--- config.mk ---
export PLATFORM = sky130hd
export DESIGN_NAME = adc_result_port
export DESIGN_NICKNAME = d
export VERILOG_FILES = /design/src/rtl/adc_port_pkg.sv /design/src/rtl/strobe_sync.sv /design/src/rtl/read_sequencer.sv /design/src/rtl/result_store.sv /design/src/rtl/adc_result_port.sv
export SDC_FILE = /design/constraint.sdc
export NUM_CORES = 1
export LEC_CHECK = 0
export CORE_MARGIN = 4
export CORE_UTILIZATION = 47
export CTS_BUF_LIST = sky130_fd_sc_hd__clkbuf_4 sky130_fd_sc_hd__clkbuf_8
export DETAILED_ROUTE_END_ITERATION = 16
export GPL_TIMING_DRIVEN = 0
export PLACE_DENSITY = 0.85
export SYNTH_ARGS = -nofsm -noshare
export SYNTH_HDL_FRONTEND = slang
export SYNTH_SLANG_ARGS = --single-unit
--- constraint.sdc ---
create_clock -name clk_i -period 2.5 [get_ports clk_i]
set_input_delay 0.5 -clock clk_i [delete_from_list [all_inputs] [get_ports clk_i]]
set_output_delay 0.5 -clock clk_i [all_outputs]
set_load 0.005 [all_outputs]
--- src/rtl/adc_port_pkg.sv ---
package adc_port_pkg;
  typedef enum logic {HALF_HI = 1'b0, HALF_LO = 1'b1} half_e;
endpackage

--- src/rtl/strobe_sync.sv ---
module strobe_sync #(
  parameter int          WIDTH   = 2,
  parameter int          STAGES  = 2,
  parameter logic        RST_VAL = 1'b1
) (
  input  logic             clk_i,
  input  logic             rst_ni,
  input  logic [WIDTH-1:0] d_i,
  output logic [WIDTH-1:0] q_o
);
  logic [STAGES-1:0][WIDTH-1:0] stg_q;

  always_ff @(posedge clk_i or negedge rst_ni) begin
    if (!rst_ni) stg_q[0] <= {WIDTH{RST_VAL}};
    else         stg_q[0] <= d_i;
  end

  for (genvar g = 1; g < STAGES; g++) begin : g_stage
    always_ff @(posedge clk_i or negedge rst_ni) begin
      if (!rst_ni) stg_q[g] <= {WIDTH{RST_VAL}};
      else         stg_q[g] <= stg_q[g-1];
    end
  end

  assign q_o = stg_q[STAGES-1];
endmodule

--- src/rtl/read_sequencer.sv ---
module read_sequencer
  import adc_port_pkg::*;
(
  input  logic  clk_i,
  input  logic  rst_ni,
  input  logic  busy_i,
  input  logic  access_i,
  output half_e half_o,
  output logic  access_end_o,
  output logic  invalid_o
);
  logic  access_q;
  logic  access_start;
  half_e half_q;
  logic  inval_q;

  always_ff @(posedge clk_i or negedge rst_ni) begin
    if (!rst_ni) access_q <= 1'b0;
    else         access_q <= access_i;
  end

  assign access_start = access_i & ~access_q;
  assign access_end_o = access_q & ~access_i;

  // conversion running pins the pointer to the high byte
  always_ff @(posedge clk_i or negedge rst_ni) begin
    if (!rst_ni)           half_q <= HALF_HI;
    else if (busy_i)       half_q <= HALF_HI;
    else if (access_end_o) half_q <= (half_q == HALF_HI) ? HALF_LO : HALF_HI;
  end

  always_ff @(posedge clk_i or negedge rst_ni) begin
    if (!rst_ni)           inval_q <= 1'b0;
    else if (access_start) inval_q <= busy_i;
    else if (access_i)     inval_q <= inval_q | busy_i;
  end

  assign half_o    = half_q;
  assign invalid_o = inval_q;
endmodule

--- src/rtl/result_store.sv ---
module result_store
  import adc_port_pkg::*;
#(
  parameter int RES_W = 10,
  parameter int BUS_W = 8
) (
  input  logic             clk_i,
  input  logic             rst_ni,
  input  logic             load_i,
  input  logic [RES_W-1:0] result_i,
  input  half_e            half_i,
  input  logic             oe_i,
  output logic [BUS_W-1:0] bus_o
);
  localparam int LO_W = RES_W - BUS_W;

  logic [RES_W-1:0] res_q;
  logic [BUS_W-1:0] sel;

  always_ff @(posedge clk_i or negedge rst_ni) begin
    if (!rst_ni)     res_q <= '0;
    else if (load_i) res_q <= result_i;
  end

  // low part left-justified, zero filled
  always_comb begin
    if (half_i == HALF_HI) sel = res_q[RES_W-1:LO_W];
    else                   sel = {res_q[LO_W-1:0], {(BUS_W-LO_W){1'b0}}};
  end

  assign bus_o = oe_i ? sel : '0;
endmodule

--- src/rtl/adc_result_port.sv ---
module adc_result_port
  import adc_port_pkg::*;
#(
  parameter int RES_W       = 10,
  parameter int BUS_W       = 8,
  parameter int SYNC_STAGES = 2,
  parameter int MIN_GAP_CYC = 10
) (
  input  logic             clk_i,
  input  logic             rst_ni,
  input  logic [RES_W-1:0] result_i,
  input  logic             result_vld_i,
  input  logic             busy_i,
  input  logic             cs_ni,
  input  logic             rd_ni,
  output logic [BUS_W-1:0] bus_o,
  output logic             bus_oe_o,
  output logic             rd_invalid_o
);
  logic [1:0] strb_s;
  logic       access_s;
  logic       access_end;
  half_e      half;

  assign bus_oe_o = ~cs_ni & ~rd_ni;

  strobe_sync #(.WIDTH(2), .STAGES(SYNC_STAGES), .RST_VAL(1'b1)) u_sync (
    .clk_i (clk_i),
    .rst_ni(rst_ni),
    .d_i   ({cs_ni, rd_ni}),
    .q_o   (strb_s)
  );

  assign access_s = ~strb_s[1] & ~strb_s[0];

  read_sequencer u_seq (
    .clk_i       (clk_i),
    .rst_ni      (rst_ni),
    .busy_i      (busy_i),
    .access_i    (access_s),
    .half_o      (half),
    .access_end_o(access_end),
    .invalid_o   (rd_invalid_o)
  );

  result_store #(.RES_W(RES_W), .BUS_W(BUS_W)) u_store (
    .clk_i   (clk_i),
    .rst_ni  (rst_ni),
    .load_i  (result_vld_i),
    .result_i(result_i),
    .half_i  (half),
    .oe_i    (bus_oe_o),
    .bus_o   (bus_o)
  );
endmodule

# --- Word level (Yosys, flattened, before mapping) ---
# Cells that the tools add are included.
word_totals:
  out_inout_bits: 10
  elab_cells: 26
  in_bits: 16
  reg_bits: 17
classes:
  reduce_logical: 2
  muxes: 7
  bitwise_logic: 11
op_table:
  columns: ["operator", "n"]
  rows:
  - ["$mux 8", 2]
  - ["$not 1->1", 6]
  - ["$mux 1", 5]
  - ["$and 1x1->1", 4]
  - ["$reduce_bool 2->1", 2]
  - ["$or 1x1->1", 1]

# --- Logic depth before layout (Yosys ltp) ---
depth:
  ltp_word: 6
  mapped_depth: 3
  ltp_nobuf: 2

# --- By module ---
# Synthesis repeated with hierarchy kept, for this count alone.
unflattened:
  hier_cells: 49
  hier_area_um2: 744.5
modules_own_cells:
  columns: ["mod", "seq_area_each_um2", "cells_per_inst", "area_per_inst_um2", "instances"]
  rows:
  - ["result_store", 250.2, 32, 490.5, 1]
  - ["read_sequencer", 75.1, 9, 126.4, 1]
  - ["strobe_sync", 105.1, 6, 120.1, 1]
  - ["adc_result_port", 0.0, 2, 7.5, 1]

# --- Least setup slack after synthesis ---
# Ideal clock, no wire load.
synth_timing:
  path_type: "register to output"
  startpoint: "register u_seq.half_q, in the netlist u_seq.half_o"
  endpoint: "output port bus_o[0]"
  n_path_buf: 1
  required_time_ps: 2000
  path_stages_with_launch: 4
  arrival_ps: 856
  path_slack_ps: 1144
  path_cell_list: "dfrtp_1 > clkbuf_2 > nor3_4 > and2_1"
synth_between:
  elab_chain_len: 2
synth_rtl:
  columns: ["item", "line", "text"]
  rows:
  - ["from (decl)", "read_sequencer.sv:14", "half_e half_q;"]
  - ["from (signal assigned)", "read_sequencer.sv:29", "else if (access_end_o) half_q <= (half_q == HALF_HI) ? HALF_LO : HALF_HI;"]
  - ["$mux 8", "result_store.sv:27", "if (half_i == HALF_HI) sel = res_q[RES_W-1:LO_W];"]
  - ["$mux 8", "result_store.sv:31", "assign bus_o = oe_i ? sel : '0;"]
  - ["to (decl)", "adc_result_port.sv:16", "output logic [BUS_W-1:0] bus_o,"]
# Every way passes these cells.

# --- Worst setup path in the final report ---
layout_timing:
  startpoint: "register u_seq.half_q, in the netlist u_seq.half_o"
  endpoint: "output port bus_o[1]"
# The elaborated chain is that of the path after synthesis.

==> out/metrics.yaml <==
detailed_routing:
  dr.pass1.iters: 3
  via_per_inst: 5.11
  first_iter_violations: 3
  finalWirelength_um: 1330
  via_count: 465
  antenna_left: 0
  wire_per_inst_um: 14.6
  drc: 0
floorplanning:
  num_rows: 13
  die_area_um2: 2140
  io_pins: 26
  initial_core_util_pct: 51.6
  chipWidth_um: 46.3
  core-area_um2: 1330
  die_h_um: 46.3
setup_path:
  end_kind: "output pin"
  start_kind: "flop"
  cp_slowest_stage_delay_ns: 0.50
  path_cells: "clkbuf_2 -> nor3_4 -> and2_1 -> clkdlybuf4s50_1"
  worstPathRequired_ns: 2.00
  critPathArrivalTime_ns: 1.74
  cpMaxStageDelayCell: "clkdlybuf4s50_1"
  crit_family: "buffers and inverters"
  crit_fanout: 6
  crit_type: "reg -> out"
  path_buf_inv: 2
power:
  p_per_area_nw_per_um2: 575
  netSwitchingPower_uw: 128
  combinationalPowerShare_pct: 16.8
  finalPower_uw: 565
  p_sw_share_pct: 22.7
  peakVddDrop_mv: 0.318
  cellInternalPower_uw: 436
  clkPwrFrac_pct: 27.9
  p_leak_uw: 0.000419
  power_frac_seq_pct: 55.3
placed_design:
  gp_congestion: 0.668
  dp_worst_setup_slack_ns: 0.0101
  dpl.hpwl_um: 1030
  port_buffers: 24
timing:
  finalCriticalPeriod_ns: 2.24
  maxSlewHeadroom_pct: 51.8
  slew_viol_final: 0
  fin_ws_ns: 0.264
  hold_viol: 0
  setup_violations: 0
  finalHoldWorstSlack_ns: 0.363
  rsz0062_at_grt: "false"
  skew_ns: 0.00289
  worstMarginPinSlew_ns: 0.721
  tns_ns: 0
  min_period_over_period_pct: 89.5
  max_freq_mhz: 447
global_route:
  grt_antenna_before_repair: 0
  grt_usage_pct: 16.0
  grt_start_max_net_pins: 18
  grt_pass1_vias: 536
  grt-ovfl-total: 0
  grt_pass1_wl_um: 2370
final_layout:
  antenna_cells: 0
  area_growth_pct: 42.7
  fin_util_pct: 73.6
  num-nets-final: 93
  drive_gt1_share_pct: 28.9
synthesis:
  synth.most_common_cell: "dfrtp_1"
  syn-cell-area_um2: 688
  postSynthCellCount: 48
  ys.flop_type: "dfrtp_1"
  syn_nets: 64
  synth_area_leaders: "dfrtp_1 47%, mux2_2 18%, dfstp_2 15%"
  synth_top_area_cell: "dfrtp_1"
  ys_ff_latch: 17
  synthTopCellsByCount: "13 x dfrtp_1, 11 x mux2_2, 5 x and2_1"
  yosysTopAreaCellShare_pct: 47.3
  yosys_warnings: 0
  synth_edf_count: 0
  async_flop_share_pct: 100
  synth_cell_types: 15
  syn_area_per_cell_um2: 14.3
  yosysSeqAreaShare_pct: 62.5
clock_network:
  path_clk_slew_ns: 0.10
  cts_buffer_depth: 2
  post_cts_buffers: 0
  numCtsBuffers: 3
  cts-htree-levels: 1
  insertion_delay_ns: 0.28
  clk_root_buffer_cell: "clkbuf_4"
  cts_tree: "built"
  cts.sinks: 17
hold_path:
  hold_path.class: "reg -> reg"
flow_run:
  maxCapViolCount: 0
status:
  outcome: "completed"
sequential cells by signal, summed over array words and instances, names as in the netlist:
register         cells
u_sync.q_o           2
u_store.res_q       10
u_seq.invalid_o      1
u_seq.half_o         1
u_seq.access_q       1
u_sync.stg_q         2
worst register-to-register path, cell delays in order (launching register included):
cell and delay (ns):
dfrtp_1 0.37, clkbuf_2 0.17, nor2b_1 0.16, mux2_2 0.26
stage by stage:
step           area, um^2  instances
6_report              982         91
5_1_grt               982         91
4_1_cts               977         91
3_5_place_dp          947         87
3_3_place_gp          947         87
2_1_floorplan         688         48
cells in the final DEF, fill, tap and decap left out, drive strengths merged:
| master | synthesis | final |
|---|---|---|
| buf | 1 | 1 |
| o21ai | 1 | 1 |
| mux2 | 11 | 11 |
| or3 | 1 | 1 |
| dfstp | 4 | 4 |
| clkbuf | 1 | 5 |
| a22o | 1 | 1 |
| nor4b | 1 | 1 |
| nor3 | 3 | 3 |
| and2 | 5 | 5 |
| nor2b | 1 | 1 |
| nor2 | 3 | 3 |
| mux2i | 2 | 2 |
| dlymetal6s2s | 0 | 2 |
| clkdlybuf4s50 | 0 | 22 |
| dfrtp | 13 | 13 |
repair_timing:
action,4_1_cts,5_1_grt
hold buffers,0,0
gates resized for setup,0,2
setup endpoints to repair,0,6
per-layer routing:
metal	part of all wire, %	global-route usage [%]	vias to the layer above
met2	53	28.8	15
li1	-	-	224
met1	40	17.1	224
met3	6.3	4.30	2
met4	0.90	6.82	0
met5	0	0	-
power groups by stage:
stage / registers [uW] / clock network, uW / logic (uW)
2_1_floorplan: 314 / 0 / 40.3
3_3_place_gp: 316 / 0 / 93.9
3_5_place_dp: 318 / 0 / 96.7
4_1_cts: 313 / 163 / 97.3
5_1_grt: 316 / 174 / 105
6_report: 312 / 158 / 94.9
worst paths after layout:
| check | start | endpoint | slack [ns] | cells past startpoint |
|---|---|---|---|---|
| max | u_seq.half_o | bus_o[1] | 0.26 | 4 |
| min | u_sync.stg_q[0] | u_sync.q_o[0] | 0.36 | 0 |
| max reg2reg | u_seq.half_o | u_seq.half_o | 1.44 | 3 |
| min reg2reg | u_sync.stg_q[0] | u_sync.q_o[0] | 0.36 | 0 |
| max in group asynchronous | rst_ni | u_store.res_q[0] | 1.41 | 1 |
| min in group asynchronous | rst_ni | u_store.res_q[6] | 0.63 | 1 |
cell type report:
cell class              instances  area (um^2)
plain buffers                   2         10.0
clock buffers                   4         30.0
fillers                        92          352
multi-input cells              29          248
flip-flops and latches         17          430
well taps                      15         18.8
repair buffers                 24          245
cell families after synthesis:
| family | share of synthesized area [%] |
|---|---|
| flip-flops | 62.5 |
| AO/OA/AOI/OAI | 2.00 |
| AND/OR/NAND/NOR | 13.1 |
| buffers and inverters | 1.45 |
| multiplexers | 20.9 |
Power figures use the tool's default switching activity.
